`src/rtl/owm_pkg.sv`:
```
// Package: shared constants for the 1-Wire host register interface.
// Assumes byte-wide registers and a 3-bit register index.
package owm_pkg;
    localparam int REG_W    = 8;
    localparam int IDX_W    = 3;
    localparam int NUM_REGS = 6;

    localparam logic [IDX_W-1:0] IDX_CMD  = 3'd0;
    localparam logic [IDX_W-1:0] IDX_BUF  = 3'd1;
    localparam logic [IDX_W-1:0] IDX_FLG  = 3'd2;
    localparam logic [IDX_W-1:0] IDX_IEN  = 3'd3;
    localparam logic [IDX_W-1:0] IDX_DIV  = 3'd4;
    localparam logic [IDX_W-1:0] IDX_CTL  = 3'd5;

    localparam logic [REG_W-1:0] MASK_CMD = 8'h0F;
    localparam logic [REG_W-1:0] MASK_IEN = 8'hFD;
    localparam logic [REG_W-1:0] MASK_DIV = 8'h9F;
    localparam logic [REG_W-1:0] MASK_CTL = 8'hFF;
    localparam logic [REG_W-1:0] MASK_BUF = 8'hFF;

    localparam logic [REG_W-1:0] FLAG_RST = 8'h0C;
    localparam int FLG_TBE  = 2;
    localparam int FLG_RBF  = 4;
    localparam int CTL_MIE  = 7;
endpackage

```
`src/rtl/owm_addr_dec.sv`:
```
// Module: index register and decoder.
// Holds the last written index and turns its low bits into a one-hot
// select over the implemented registers. Assumes upper index bits are don't-care.
module owm_addr_dec
    import owm_pkg::*;
#(
    parameter int ADDR_W = 8
) (
    input  logic                clk,
    input  logic                rst_n,
    input  logic                addr_we,
    input  logic [ADDR_W-1:0]   addr_wdata,
    output logic [IDX_W-1:0]    idx,
    output logic [NUM_REGS-1:0] sel,
    output logic                valid
);
    logic [IDX_W-1:0] idx_q;
    logic             unused_hi;

    assign unused_hi = ^addr_wdata[ADDR_W-1:IDX_W];

    // Capture the register index on a host index write.
    always_ff @(posedge clk) begin
        if (!rst_n)       idx_q <= '0;
        else if (addr_we) idx_q <= addr_wdata[IDX_W-1:0];
    end

    // One select line per implemented register.
    for (genvar g = 0; g < NUM_REGS; g++) begin : g_sel
        assign sel[g] = (idx_q == IDX_W'(g));
    end

    assign idx   = idx_q;
    assign valid = |sel;

    a_r1_sel_onehot: assert property (@(posedge clk) disable iff (!rst_n)
        $onehot0(sel));
    a_r2_invalid_no_sel: assert property (@(posedge clk) disable iff (!rst_n)
        (idx_q >= IDX_W'(NUM_REGS)) |-> !valid);
endmodule

```
`src/rtl/owm_mask_reg.sv`:
```
// Module: byte register with a fixed implemented-bit mask.
// Unimplemented bits are constant 0 and ignore writes. Assumes MASK and RST are constants.
module owm_mask_reg #(
    parameter int             W    = 8,
    parameter logic [W-1:0]   MASK = '1,
    parameter logic [W-1:0]   RST  = '0
) (
    input  logic         clk,
    input  logic         rst_n,
    input  logic         we,
    input  logic [W-1:0] d,
    output logic [W-1:0] q
);
    logic unused_d;
    assign unused_d = ^(d & ~MASK);

    for (genvar b = 0; b < W; b++) begin : g_bit
        if (MASK[b]) begin : g_impl
            // Store an implemented bit.
            always_ff @(posedge clk) begin
                if (!rst_n)  q[b] <= RST[b];
                else if (we) q[b] <= d[b];
            end
        end else begin : g_tie
            assign q[b] = 1'b0;
        end
    end
endmodule

```
`src/rtl/owm_flag_bank.sv`:
```
// Module: interrupt flags, receive byte and interrupt request.
// Flags change only through engine pulses and host buffer side effects.
// Sets dominate clears within a cycle.
module owm_flag_bank
    import owm_pkg::*;
(
    input  logic             clk,
    input  logic             rst_n,
    input  logic             host_tx_wr,
    input  logic             host_rx_rd,
    input  logic [REG_W-1:0] eng_set,
    input  logic [REG_W-1:0] eng_clr,
    input  logic             eng_rx_valid,
    input  logic [REG_W-1:0] eng_rx_data,
    input  logic [REG_W-1:0] ien,
    input  logic             mie,
    output logic [REG_W-1:0] flags,
    output logic [REG_W-1:0] rx_byte,
    output logic             irq
);
    logic [REG_W-1:0] flags_q, rx_q, clr_all, set_all;

    // Merge engine and host clear/set sources.
    always_comb begin
        clr_all = eng_clr;
        clr_all[FLG_TBE] = eng_clr[FLG_TBE] | host_tx_wr;
        clr_all[FLG_RBF] = eng_clr[FLG_RBF] | host_rx_rd;
        set_all = eng_set;
        set_all[FLG_RBF] = eng_set[FLG_RBF] | eng_rx_valid;
    end

    // Update flags with sets winning over clears.
    always_ff @(posedge clk) begin
        if (!rst_n) flags_q <= FLAG_RST;
        else        flags_q <= (flags_q & ~clr_all) | set_all;
    end

    // Capture a received byte from the engine.
    always_ff @(posedge clk) begin
        if (!rst_n)            rx_q <= '0;
        else if (eng_rx_valid) rx_q <= eng_rx_data;
    end

    assign flags   = flags_q;
    assign rx_byte = rx_q;
    assign irq     = mie & (|(flags_q & ien & MASK_IEN));

    a_r7_tbe_clear: assert property (@(posedge clk) disable iff (!rst_n)
        (host_tx_wr && !eng_set[FLG_TBE]) |=> !flags_q[FLG_TBE]);
    a_r7_rbf_clear: assert property (@(posedge clk) disable iff (!rst_n)
        (host_rx_rd && !eng_set[FLG_RBF] && !eng_rx_valid) |=> !flags_q[FLG_RBF]);
    a_r8_rx_load: assert property (@(posedge clk) disable iff (!rst_n)
        eng_rx_valid |=> (flags_q[FLG_RBF] && rx_q == $past(eng_rx_data)));
    a_r11_set_wins: assert property (@(posedge clk) disable iff (!rst_n)
        (eng_set != '0) |=> ((flags_q & $past(eng_set)) == $past(eng_set)));
    a_r9_mie_gate: assert property (@(posedge clk) disable iff (!rst_n)
        !mie |-> !irq);
endmodule

```
`src/rtl/owm_host_regs.sv`:
```
// Module: top of the 1-Wire master host register interface.
// Decodes the index, stores configuration, routes the split buffer
// and forms the read data. Assumes one host access per cycle.
module owm_host_regs
    import owm_pkg::*;
#(
    parameter int ADDR_W = 8
) (
    input  logic              clk,
    input  logic              rst_n,
    input  logic              addr_we,
    input  logic [ADDR_W-1:0] addr_wdata,
    input  logic              data_we,
    input  logic              data_re,
    input  logic [REG_W-1:0]  data_wdata,
    output logic [REG_W-1:0]  data_rdata,
    input  logic [REG_W-1:0]  eng_flag_set,
    input  logic [REG_W-1:0]  eng_flag_clr,
    input  logic              eng_rx_valid,
    input  logic [REG_W-1:0]  eng_rx_data,
    output logic [REG_W-1:0]  tx_byte,
    output logic [3:0]        cmd_bits,
    output logic [REG_W-1:0]  clkdiv_bits,
    output logic [REG_W-1:0]  ctrl_bits,
    output logic              irq
);
    logic [IDX_W-1:0]    idx;
    logic [NUM_REGS-1:0] sel;
    logic                valid;
    logic [REG_W-1:0]    cmd_q, tx_q, ien_q, div_q, ctl_q, flags, rx_byte;

    owm_addr_dec #(.ADDR_W(ADDR_W)) u_dec (
        .clk(clk), .rst_n(rst_n), .addr_we(addr_we), .addr_wdata(addr_wdata),
        .idx(idx), .sel(sel), .valid(valid)
    );

    owm_mask_reg #(.W(REG_W), .MASK(MASK_CMD), .RST('0)) u_cmd (
        .clk(clk), .rst_n(rst_n), .we(data_we & sel[IDX_CMD]),
        .d(data_wdata), .q(cmd_q));
    owm_mask_reg #(.W(REG_W), .MASK(MASK_BUF), .RST('0)) u_tx (
        .clk(clk), .rst_n(rst_n), .we(data_we & sel[IDX_BUF]),
        .d(data_wdata), .q(tx_q));
    owm_mask_reg #(.W(REG_W), .MASK(MASK_IEN), .RST('0)) u_ien (
        .clk(clk), .rst_n(rst_n), .we(data_we & sel[IDX_IEN]),
        .d(data_wdata), .q(ien_q));
    owm_mask_reg #(.W(REG_W), .MASK(MASK_DIV), .RST('0)) u_div (
        .clk(clk), .rst_n(rst_n), .we(data_we & sel[IDX_DIV]),
        .d(data_wdata), .q(div_q));
    owm_mask_reg #(.W(REG_W), .MASK(MASK_CTL), .RST('0)) u_ctl (
        .clk(clk), .rst_n(rst_n), .we(data_we & sel[IDX_CTL]),
        .d(data_wdata), .q(ctl_q));

    owm_flag_bank u_flg (
        .clk(clk), .rst_n(rst_n),
        .host_tx_wr(data_we & sel[IDX_BUF]),
        .host_rx_rd(data_re & sel[IDX_BUF]),
        .eng_set(eng_flag_set), .eng_clr(eng_flag_clr),
        .eng_rx_valid(eng_rx_valid), .eng_rx_data(eng_rx_data),
        .ien(ien_q), .mie(ctl_q[CTL_MIE]),
        .flags(flags), .rx_byte(rx_byte), .irq(irq)
    );

    // Select the read value; buffer reads return the receive byte.
    always_comb begin
        case (idx)
            IDX_CMD: data_rdata = cmd_q;
            IDX_BUF: data_rdata = rx_byte;
            IDX_FLG: data_rdata = flags;
            IDX_IEN: data_rdata = ien_q;
            IDX_DIV: data_rdata = div_q;
            IDX_CTL: data_rdata = ctl_q;
            default: data_rdata = '0;
        endcase
    end

    assign tx_byte     = tx_q;
    assign cmd_bits    = cmd_q[3:0];
    assign clkdiv_bits = div_q;
    assign ctrl_bits   = ctl_q;

    a_r2_invalid_write: assert property (@(posedge clk) disable iff (!rst_n)
        (data_we && !valid) |=> ($stable(cmd_q) && $stable(tx_q) && $stable(ien_q)
                                 && $stable(div_q) && $stable(ctl_q)));
    a_r2_invalid_read: assert property (@(posedge clk) disable iff (!rst_n)
        !valid |-> (data_rdata == '0));
    a_r4_flags_readonly: assert property (@(posedge clk) disable iff (!rst_n)
        (data_we && sel[IDX_FLG] && !data_re && eng_flag_set == '0
         && eng_flag_clr == '0 && !eng_rx_valid) |=> $stable(flags));
endmodule

```
`config.mk`:
```
export PLATFORM = sky130hd
export DESIGN_NAME = owm_host_regs
export DESIGN_NICKNAME = d
export VERILOG_FILES = /design/src/rtl/owm_pkg.sv /design/src/rtl/owm_addr_dec.sv /design/src/rtl/owm_mask_reg.sv /design/src/rtl/owm_flag_bank.sv /design/src/rtl/owm_host_regs.sv
export SDC_FILE = /design/constraint.sdc
export NUM_CORES = 1
export LEC_CHECK = 0
export BUFFER_PORTS_ARGS = -buffer_cell sky130_fd_sc_hd__buf_2
export CAP_MARGIN = 20
export CELL_PAD_IN_SITES_DETAIL_PLACEMENT = 2
export CELL_PAD_IN_SITES_GLOBAL_PLACEMENT = 2
export CORE_MARGIN = 2
export CORE_UTILIZATION = 32
export CTS_CLUSTER_DIAMETER = 80
export CTS_CLUSTER_SIZE = 30
export DETAILED_ROUTE_END_ITERATION = 10
export HOLD_SLACK_MARGIN = 0.15
export PLACE_DENSITY = 0.88
export SYNTH_ARGS = -nofsm -noshare
export SYNTH_HDL_FRONTEND = slang
export SYNTH_SLANG_ARGS = --single-unit
```
`constraint.sdc`:
```
create_clock -name clk -period 2.05 [get_ports clk]
set_input_delay 0.1025 -clock clk [delete_from_list [all_inputs] [get_ports clk]]
set_output_delay 0.1025 -clock clk [all_outputs]
set_load 0.03 [all_outputs]
```
# After elaboration in Yosys (flattened, before gate mapping)
# Cells that the tools add are included.
# totals
out_inout_bits	37
regBits	52
input_bits	46
elab_cells	58
# op_classes
eq_ne	5
reduce_logical	2
n_bitwise	14
mux	1
# ops
cell	n
$pmux 8 s6	1
$and 8x8->8	2
$not 8->8	1
$or 8x8->8	1
$and 1x1->1	7
$reduce_or 7->1	1
$eq 3x2->1 const B	2
$eq 3x3->1 const B	2
$eq 3x1->1 const B	1
$logic_not 3->1	1
$or 1x1->1	3

# Longest topological paths before layout
# Gate-level depths: netlist of run 1.
# logic_depth
depth_word	6
mapped_depth	5
mapped_depth_nobuf	3

# Cells and area by module
# Synthesis of run 1 repeated with hierarchy kept, for this count alone.
# unflattened
cells_unflattened	248
area_unflattened_um2	2637.5
# by_module_without_submodules
module	cells_per_inst	seq_area_each_um2	instances	area_per_inst_um2
owm_flag_bank	56	320.3	1	619.3
owm_mask_reg at u_ctl ...	25	160.2	2	301.5
owm_host_regs	62	0.0	1	543.0
owm_mask_reg at u_ien	24	140.1	1	276.5
owm_mask_reg at u_div	22	120.1	1	247.7
owm_mask_reg at u_cmd	18	80.1	1	190.2
owm_addr_dec	16	60.1	1	157.7

# Least setup slack after synthesis of run 1
# No wires, ideal clock.
# synth_timing
kind	flip-flop to output port
start	register u_dec.idx_q[2], in the netlist u_dec.idx[2]
end	output port data_rdata[0]
arrival_time_ns	1.618
n_path_buf	2
required_ns	1.947
path_stages_with_launch	6
slack_ns	0.330
path_cell_list	dfxtp_1 > buf_4 > clkbuf_1 > nand3_1 > o21a_1 > o21ai_0
# synth_between
elab_chain_len	2
elab_cells_between_ends	7
cone_classes	eq/ne (5); mux (1); reduce/logical (1)
# synth_lines
item	line_no	source
start, declared	owm_addr_dec.sv:17	logic [IDX_W-1:0] idx_q;
start signal, assigned	owm_addr_dec.sv:25	else if (addr_we) idx_q <= addr_wdata[IDX_W-1:0];
$eq 3x3->1 (tied with other cells)	owm_host_regs.sv:65	case (idx)
$pmux 8 s6 *	owm_host_regs.sv:65	
end, declared	owm_host_regs.sv:16	output logic [REG_W-1:0] data_rdata,
# Every way passes the cells marked *; elsewhere a longest branch is shown, timed or not.

# Worst setup path after layout of run 1
# layout_timing
start	register u_dec.idx_q[2], in the netlist u_dec.idx[2]
end	output port data_rdata[6]
# The elaborated chain is that of the path after synthesis.

==> impl_results.md, run 1 <==
* Outcome: complete, no violations
* Post-Synth XOR/XNOR Area at 0
* H-tree levels at 2
* Layout area overhead at 37.1%
* Sequential area share after synthesis at 0.420
* Max-slew headroom at 0.637
* Clock transition at the registers of the reported paths at 0.09 ns
* DP HPWL at 5590 um
* Data required time at the worst endpoint at 1.95 ns
* Final Max Tran Viols at 0
* First-pass GRT wire length at 12,800 um
* Max Fanout on Critical Path at 16
* Final clock skew at roughly 0.0044 ns
* Global Route Usage Sum at 0.196
* DR vias at approximately 2,200
* Overall power at around 2.2 mW
* Worst-Margin Slew at 0.542 ns
* Port bufs at 75
* Cell with the most instances after synthesis: dfxtp_1
* Min Clock Period, post-route at between 1.5 and 2 ns
* Synthesis Warnings at 0
* Flops & latches, synth at 52
* Multi-input logic area at 1290 um2
* Drt pass-1 iters at 4
* Die H at 92.0 um
* Simple-Gate Fraction of Synth Area at 0.201
* Final setup viols at 0
* DRC at 0
* Ys async rst share at 0
* # IOs at 83
* Ant. Diodes at 0
* Main combinational cell family by area after synthesis: simple AND/OR/NAND/NOR gates
* Initial core utilization at 0.326
* Avg WL per Cell at 17.8 um
* Mux cell area share after synthesis at 0.196
* CTS tree: built
* Main area contributors after synthesis: dfxtp_1 42%, mux2i_1 18%, nor2b_1 11%, buf_4 2.7%, nand2_1 2.7%
* Setup ws final at 0.185 ns
* Sink Count at 52
* Net switching power at 0.600 mW
* Setup total negative slack at 0 ns
* Clock group share of total power at 0.344
* Total routed wirelength at between 8000 and 9000 um
* Post-Synth Adder-Cell Area at 0
* Leakage at 1.45 nW
* Avg Inst Size Synth at 9.95 um2
* Syn Std Cell Area at 2480 um2
* Top_reg_cell synth: dfxtp_1
* Synth cell count leaders: 52 x dfxtp_1, 45 x nor2b_1, 44 x mux2i_1, 18 x nand2_1
* CP startpoint kind: flip-flop
* Int Pwr at roughly 1.6 mW
* RD Place Congestion at slightly above 0.8
* Number of synthesized flops with an enable pin at 0
* Upper clock frequency limit at 536 MHz
* Root Buffer: clkbuf_8
* Initial antenna violation count at 0
* Fillers at 828
* Clock latency on the worst-skew pair at 0.32 ns
* Largest net degree at the start of global routing at 30
* Cell count after synthesis at 249
* Die Wd at 92.0 um
* Hold Path Class: in -> reg
* Fraction of layout cells with a size suffix above 1 at 0.282
* CP Class: reg -> out
* Cts bufs inserted at 5
* Final instance area at about 3400 um2
* Number of post-CTS setup repair buffers at 0
* Row cnt at 32
* Fin crit share at 0.910
* FF/Latch Area at 1050 um2
* Pre-CTS WS at 0.188 ns
* Switching Share at 0.269
* Placed cell area at 2910 um2
* Power Density at 658 nW/um2
* Die area at 8460 um2
* RSZ-0062 raised after global routing: false
* Yosys top cell area share at 0.420
* Clock tree buffer depth at 2
* Synth cell types at 40
* Logic pwr share at 0.171
* Critical path capture point type: output port
* Layout Nets at 399
* Final Hold Viols at 0
* Antenna-violating nets left at 0
* Grt total ovfl at 0
* CORE AREA at between 7000 and 8000 um2
* Vias in the first global route at 2,447
* Crit path arrival time at around 1.8 ns
* Max-Cap Viols at 0
* Sequential share of power at 0.485
* Worst IR Drop VDD at 0.332 mV
* Initial DRC count at 69
* Area leader, netlist: dfxtp_1
* Compound-gate portion of the synthesized area at 0.122
* Via density per instance at 4.83
-- per-stage QoR --
step,util,hold slack [ns],instances
final,0.446,0.142,456
after global routing,0.446,0.162,456
after CTS,0.446,0.151,456
after detailed placement,0.382,0.301,412
after global placement,0.382,0.296,412
after floorplan,-,0.204,250
-- worst max-delay path, cell delays in order (launching register included) --
cell	delay [ns]
dfxtp_4	0.42
buf_4	0.21
nor2b_2	0.21
nor2b_1	0.23
a22o_1	0.18
buf_2	0.20
-- path summary, 6_finish.rpt --
| path | endpoint | depth (start not counted) | startpoint | slack, ns |
|---|---|---|---|---|
| setup reg to reg | u_ien.q[2] | 4 | u_dec.idx[1] | 0.35 |
| hold reg to reg | u_ctl.q[5] | 2 | u_ctl.q[5] | 0.51 |
| setup / recovery | data_rdata[6] | 5 | u_dec.idx[2] | 0.18 |
| hold / removal | u_dec.idx[2] | 3 | addr_we | 0.14 |
-- cell families after synthesis --
kind of cell    Yosys count
mux                      48
simple gates             80
other cells               1
buf+inv                  27
compound gates           41
flops                    52
-- power groups by stage --
| stage | Clock (mW) | Combinational (mW) | Sequential (mW) |
|---|---|---|---|
| floorplan | 0 | 0.202 | 1.11 |
| global placement | 0 | 0.315 | 1.10 |
| detailed placement | 0 | 0.324 | 1.11 |
| CTS | 0.791 | 0.381 | 1.08 |
| global route | 0.831 | 0.414 | 1.09 |
| finish | 0.768 | 0.382 | 1.08 |
-- per-layer routing --
layer / wire length, um / part of all wire / up-vias / track usage
li1: - / - / 1068 / -
met1: 3520 / 0.43 / 1076 / 0.235
met2: 4220 / 0.52 / 54 / 0.355
met3: 314 / 0.039 / 5 / 0.0509
met4: 59 / 0.0073 / 0 / 0.0386
met5: 0 / 0 / - / 0
-- what timing repair did --
action,CTS,global route
resized for setup,1,3
hold buffers,36,0
cloned,0,0
pin swaps,0,0
endpoints found under the hold margin,49,0
endpoints found under the setup margin,5,5
-- sequential cells by signal (all words and copies together) (netlist names) --
register / count
u_div.q: 6
u_tx.q: 8
u_flg.rx_byte: 8
u_cmd.q: 4
u_flg.flags: 8
u_ien.q: 7
u_dec.idx: 3
u_ctl.q: 8
-- layout make-up --
| type | instances | share of cell area |
|---|---|---|
| clock inverter | 2 | 0.0114 |
| clock buffer | 6 | 0.0243 |
| timing repair buffer | 118 | 0.232 |
| inverter | 5 | 0.00553 |
| sequential | 52 | 0.308 |
| multi-input combinational | 171 | 0.381 |
| tap | 102 | 0.0376 |
-- layout by cell type (no fill, tap or decap), types with 2 or more instances in the layout --
cell and count:
buf_2 75, dfxtp_1 50, nor2b_1 44, mux2i_1 44
dlygate4sd3_1 36, nand2_1 18, o21a_1 9, a21boi_0 8
buf_4 7, clkbuf_8 6, inv_1 5, mux2_2 4
nand3_1 4, o21ai_0 3, a21oi_1 3, a22oi_1 3
nand3b_1 2, a22o_1 2, o22ai_1 2, a31oi_1 2
nand4b_1 2, and4bb_2 2, conb_1 2
No activity file was read; power rests on OpenSTA's default activity.
==> run 2: changes to the inputs <==
CORE_UTILIZATION = 33   (was 32)
PLACE_DENSITY = 0.87   (was 0.88)
SYNTH_HIERARCHICAL = 1   (was not set)
==> run 2 against run 1 <==
Die area grew 2.7%. Non-clock buffer count fell by 2. Combinational power increased by 14%. Largest power group unchanged. Clock skew up 0.0091 ns. Routed wire length rose by 4.1%. Via count rose by 0.68%. Hold slack better by 0.0056 ns.
==> impl_results.md, run 2 <==
* Initial DRC count at 48 (was 69)
* Layout area overhead at 31.6% (was 37.1%)
* Total routed wirelength at 8440 um (was 8110 um)
* Worst-Margin Slew at 0.526 ns (was 0.542 ns)
* Syn Std Cell Area at 2630 um2 (was 2480 um2)
* Fin cells at 456 (unchanged)
* Setup ws final at 0.0604 ns (was 0.185 ns)
* DR vias at 2,218 (was 2,203)
* Clock transition at the registers of the reported paths at 0.11 ns (was 0.09 ns)
* Via density per instance at 4.86 (was 4.83)
* Critical path capture point type: flip-flop (was output port)
* Hold depth at 3 (unchanged)
* Fin crit share at 0.971 (was 0.910)
* Avg WL per Cell at 18.5 um (was 17.8 um)
* Post-layout util at 0.447 (was 0.446)
* Clock tree buffer depth at 2 (unchanged)
* Power Density at 621 nW/um2 (was 658 nW/um2)
* Layout Nets at 399 (unchanged)
* Commonest non-fill, non-tap cell in the layout: buf_2 (unchanged)
* R2R setup slack at 0.06 ns (was 0.35 ns)
* CTS tree: built (unchanged)
* Die H at 93.2 um (was 92.0 um)
* Fraction of layout cells with a size suffix above 1 at 0.302 (was 0.282)
* Initial core utilization at 0.340 (was 0.326)
* Initial antenna violation count at 1 (was 0)
* Largest net degree at the start of global routing at 34 (was 30)
* Fillers at 847 (was 828)
* Global Route Usage Sum at 0.205 (was 0.196)
* Grt total ovfl at 0 (unchanged)
* Outcome: complete, no violations (unchanged)
* Pre-CTS WS at 0.167 ns (was 0.188 ns)
* RD Place Congestion at 0.849 (was 0.806)
* Max-slew headroom at 0.649 (was 0.637)
* FF-to-FF path depth at 4 (unchanged)
* Worst IR Drop VDD at 0.294 mV (was 0.332 mV)
* Port bufs at 75 (unchanged)
* Upper clock frequency limit at 503 MHz (was 536 MHz)
* DP Cell Count at 415 (was 412)
* First-pass GRT wire length at 13,500 um (was 12,800 um)
* Final clock skew at 0.0135 ns (was 0.00438 ns)
* Sink Count at 52 (unchanged)
* Die Wd at 93.2 um (was 92.0 um)
* Setup total negative slack at 0 ns (unchanged)
* DP HPWL at 5870 um (was 5590 um)
* Antenna-violating nets left at 0 (unchanged)
* Hold Path Class: in -> reg (unchanged)
* Synthesis Warnings at 6 (was 0)
* Max Fanout on Critical Path at 11 (was 16)
* Row cnt at 32 (unchanged)
* Final Hold Viols at 0 (unchanged)
* Most frequent cells in the layout: 75 x buf_2, 51 x mux2i_1, 49 x nor2b_1, 49 x dfxtp_1, 33 x dlygate4sd3_1 (was 75 x buf_2, 50 x dfxtp_1, 44 x nor2b_1, 44 x mux2i_1, 36 x dlygate4sd3_1)
* RSZ-0062 raised after global routing: false (unchanged)
* Max-Cap Viols at 0 (unchanged)
* Vias in the first global route at 2,515 (was 2,447)
* CP startpoint kind: flip-flop (unchanged)
* Min Clock Period, post-route at 1.99 ns (was 1.87 ns)
* Leakage at 1.42 nW (was 1.45 nW)
* Avg Inst Size Synth at 10.7 um2 (was 9.95 um2)
* Cell count after synthesis at 246 (was 249)
* # IOs at 83 (unchanged)
* H-tree levels at 2 (unchanged)
* DRC at 0 (unchanged)
* Final Max Tran Viols at 0 (unchanged)
* Final setup viols at 0 (unchanged)
* CORE AREA at 7730 um2 (was 7610 um2)
* Root Buffer: clkbuf_8 (unchanged)
* Overall power at 2.14 mW (was 2.23 mW)
* CP Class: reg -> reg (was reg -> out)
* Data required time at the worst endpoint at 2.26 ns (was 1.95 ns)
* Clock latency on the worst-skew pair at 0.32 ns (about the same)
* Drt pass-1 iters at 4 (unchanged)
* Crit path arrival time at 2.20 ns (was 1.76 ns)
* Number of post-CTS setup repair buffers at 0 (unchanged)
* Ant. Diodes at 0 (unchanged)
* Cts bufs inserted at 5 (unchanged)
* Die area at 8690 um2 (was 8460 um2)
## run 2: repair_timing
action	CTS	global route
endpoints found under the setup margin	6	3
resized for setup	3	3
hold endpoints to repair	32	0
hold buffers	33	0
## run 2: area by class of cell
type                       instances  area, um2  share of cell area
clock buffer                       5       68.8              0.0199
timing repair buffer             116        795               0.230
clock inverter                     3       23.8             0.00688
tap                              102        128              0.0369
sequential                        52       1050               0.303
inverter                           5       18.8             0.00543
multi-input combinational        173       1380               0.398
## run 2: worst paths after layout
path	start	endpoint
setup / recovery	u_dec/idx[0]	u_flg/flags[2]
hold / removal	data_wdata[2]	u_tx/q[2]
setup reg to reg	u_dec/idx[0]	u_flg/flags[2]
hold reg to reg	u_tx/q[1]	u_tx/q[1]
## run 2: power by group
part | internal (mW) | switching [mW] | total (mW)
logic | 0.209 | 0.227 | 0.436
registers | 1.05 | 0.0392 | 1.09
clock network | 0.243 | 0.380 | 0.623
## run 2: stage by stage
step / cell area [um2] / hold slack [ns]
final: 3460 / 0.148
after global routing: 3460 / 0.153
after CTS: 3450 / 0.150
after detailed placement: 3020 / 0.302
after global placement: 3020 / 0.292
after floorplan: 2640 / 0.208
## run 2: per-layer routing
metal	part of all wire	routed length, um	global-route usage
met1	0.41	3430	0.228
met2	0.54	4540	0.396
met3	0.039	332	0.0395
met4	0.017	143	0.0515
met5	0	0	0
## run 2: critical path: stages, from the launching register on
cell and delay, ns:
dfxtp_2 0.49, nor3b_1 0.35, and2_1 0.27, o311ai_1 0.16
dlygate4sd3_1 0.62
==> run 3: changes to the inputs <==
CORE_UTILIZATION = 31   (was 33)
PLACE_DENSITY = 0.83   (was 0.87)
clock period = 2 ns   (was 2.05 ns; I/O delays follow)
==> run 3 against run 2 <==
Flip-flop and latch count unchanged. Via count is 0.23% lower. First-iteration DRC count up 27%. Sequential share of layout area fell by 0.57 points. Setup slack better by 0.086 ns. Register-to-register slack better by 0.29 ns. Combinational power increased by 4%. Power rose by 7.7%. Core utilization is 1.9 points lower. Sequential power hardly changed. Cell area is 1.8% higher. Hold slack improved by 0.029 ns. Critical path type is now reg -> out. Critical endpoint is now data_rdata[2]. Largest cell class unchanged.
==> impl_results.md, run 3 (synthesis results as in run 2) <==
* Outcome: complete, no violations (unchanged)
* Hold depth at 3 (unchanged)
* DR vias at 2,213 (was 2,218)
* Die Wd at 96.0 um (was 93.2 um)
* Max Used Layer: met4 (unchanged)
* Most frequent cells in the layout: 75 x buf_2, 51 x mux2i_1, 50 x dfxtp_1 (was 75 x buf_2, 51 x mux2i_1, 49 x nor2b_1, 49 x dfxtp_1, 33 x dlygate4sd3_1)
* H-tree levels at 2 (unchanged)
* Avg WL per Cell at 17.4 um (was 18.5 um)
* Cts bufs inserted at 5 (unchanged)
* DP HPWL at 5650 um (was 5870 um)
* Final Hold Viols at 0 (unchanged)
* RSZ-0062 raised after global routing: false (unchanged)
* Commonest non-fill, non-tap cell in the layout: buf_2 (unchanged)
* Hold Path Class: in -> reg (unchanged)
* Met1 wire length at 3370 um (was 3430 um)
* Fin cells at 466 (was 456)
* Upper clock frequency limit at 540 MHz
* Fillers at 908 (was 847)
* Worst hold endpoint: u_flg/flags[4] (was u_tx/q[2])
* Final setup viols at 0 (unchanged)
* Drt pass-1 iters at 4 (unchanged)
* Die H at 96.0 um (was 93.2 um)
* Setup total negative slack at 0 ns (unchanged)
* Clock transition at the registers of the reported paths at 0.10 ns (was 0.11 ns)
* Number of post-CTS setup repair buffers at 0 (unchanged)
* Fraction of layout cells with a size suffix above 1 at 0.299 (was 0.302)
* # IOs at 83 (unchanged)
* Layout area overhead at 34.0% (was 31.6%)
* Worst reg2reg path endpoint: u_ien/q[7] (was u_flg/flags[2])
* Initial core utilization at 0.320 (was 0.340)
* Total routed wirelength at 8100 um (was 8440 um)
* Row cnt at 33 (was 32)
* Beginning of the worst hold path: eng_flag_clr[4] (was data_wdata[2])
* Final clock skew at 0.0103 ns (was 0.0135 ns)
* CTS tree: built (unchanged)
* Root Buffer: clkbuf_8 (unchanged)
* Clock tree buffer depth at 2 (unchanged)
* Power Density at 656 nW/um2 (was 621 nW/um2)
* DRC at 0 (unchanged)
* Crit-path cells: buf_6, mux2_2, a21oi_1, a221oi_2, buf_2 (was nor3b_1, and2_1, o311ai_1, dlygate4sd3_1)
* Vias in the first global route at 2,513 (was 2,515)
* FF-to-FF path depth at 5 (was 4)
* Worst-Margin Slew at 0.536 ns (was 0.526 ns)
* Die area at 9220 um2 (was 8690 um2)
* Largest net degree at the start of global routing at 33 (was 34)
* CP Class: reg -> out (was reg -> reg)
* Port bufs at 75 (unchanged)
* Met2 wire len at 4300 um (was 4540 um)
* Global Route Usage Sum at 0.182 (was 0.205)
* Sink Count at 52 (unchanged)
* Initial DRC count at 61 (was 48)
* Min Clock Period, post-route at 1.85 ns
* First-pass GRT wire length at 12,600 um (was 13,500 um)
* RR Startpoint: u_dec/idx[1] (was u_dec/idx[0])
* Max-slew headroom at 0.643 (was 0.649)
* CORE AREA at 8220 um2 (was 7730 um2)
* CP startpoint kind: flip-flop (unchanged)
* DP Cell Count at 421 (was 415)
* Max-Cap Viols at 0 (unchanged)
* Layout Nets at 406 (was 399)
* Data required time at the worst endpoint at 1.90 ns (was 2.26 ns)
* Via density per instance at 4.75 (was 4.86)
* Detail Route met3 WL at 356 um (was 332 um)
* Leakage at 1.46 nW (was 1.42 nW)
* R2R setup slack at 0.35 ns (was 0.06 ns)
* Critical path capture point type: output port (was flip-flop)
* RD Place Congestion at 0.840 (was 0.849)
* Crit path arrival time at 1.75 ns (was 2.20 ns)
* Placed cell area at 3020 um2 (about the same)
* Final Max Tran Viols at 0 (unchanged)
* Ant. Diodes at 0 (unchanged)
* Worst IR Drop VDD at 0.246 mV (was 0.294 mV)
* Final instance area at 3520 um2 (was 3460 um2)
* Grt total ovfl at 0 (unchanged)
* Antenna-violating nets left at 0 (unchanged)
* CP max-delay cell: dfxtp_4 (was dlygate4sd3_1)
* Worst path max stage delay at 0.44 ns (was 0.62 ns)
* Initial antenna violation count at 1 (unchanged)
* Max Fanout on Critical Path at 16 (was 11)
* Clock latency on the worst-skew pair at 0.32 ns (about the same)
* Fin crit share at 0.927
## run 3: cell count changes in the layout (fill, tap and decap cells not counted), sizes merged
| cell | delta |
|---|---|
| clkinvlp | -2 |
| bufinv | +1 |
| clkinv | -1 |
| dlygate4sd3 | +4 |
| clkbuf | +1 |
| buf | +3 |
| inv | +1 |
## run 3: critical path: cells and delay by family, from the launching register on
kind	cells	cell delay, ns
buf+inv	2	0.40
mux	1	0.35
flops	1	0.44
compound gates	2	0.23
## run 3: area by class of cell
cell class,count,area [um2],share of cell area
flip-flops and latches,52,1050,0.297
multi-input cells,173,1380,0.391
repair buffers,123,836,0.238
well taps,105,131,0.0373
clock inverters,2,38.8,0.0110
inverters,5,18.8,0.00533
clock buffers,6,72.6,0.0206
## run 3: report_power, final
part / total [mW] / switching (mW) / internal (mW)
Clock: 0.746 / 0.368 / 0.379
Combinational: 0.454 / 0.232 / 0.221
Sequential: 1.11 / 0.0364 / 1.07
Total: 2.31 / 0.636 / 1.67
## run 3: how the worst max path moves through the flow
stage                       startpoint             to  slack [ns]
after floorplan           u_dec/idx[1]  data_rdata[1]        0.45
after global placement    u_dec/idx[0]     u_ctl/q[5]        0.26
after detailed placement  u_dec/idx[0]     u_ctl/q[1]        0.19
after CTS                 u_dec/idx[0]  data_rdata[2]       0.006
after global routing      u_dec/idx[0]  data_rdata[0]       0.004
final                     u_dec/idx[0]  data_rdata[2]        0.15
## run 3: through the flow
| step | power, mW | utilization | hold WS [ns] | worst slack (ns) |
|---|---|---|---|---|
| final | 2.31 | 0.428 | 0.177 | 0.147 |
| after global routing | 2.42 | 0.428 | 0.172 | 0.00414 |
| after CTS | 2.34 | 0.427 | 0.151 | 0.00565 |
| after detailed placement | 1.52 | 0.368 | 0.299 | 0.187 |
| after global placement | 1.51 | 0.368 | 0.291 | 0.260 |
| after floorplan | 1.40 | - | 0.206 | 0.453 |
## run 3: layer usage
layer | GRT usage | vias to the layer above
met2 | 0.352 | 51
met3 | 0.0415 | 8
met5 | 0 | -
met4 | 0.0476 | 0
met1 | 0.197 | 1086
li1 | - | 1068
## run 3: timing repair
action,in CTS,in global routing
hold buffers,37,0
resized for setup,2,3
endpoints found under the setup margin,6,4
endpoints found under the hold margin,44,0
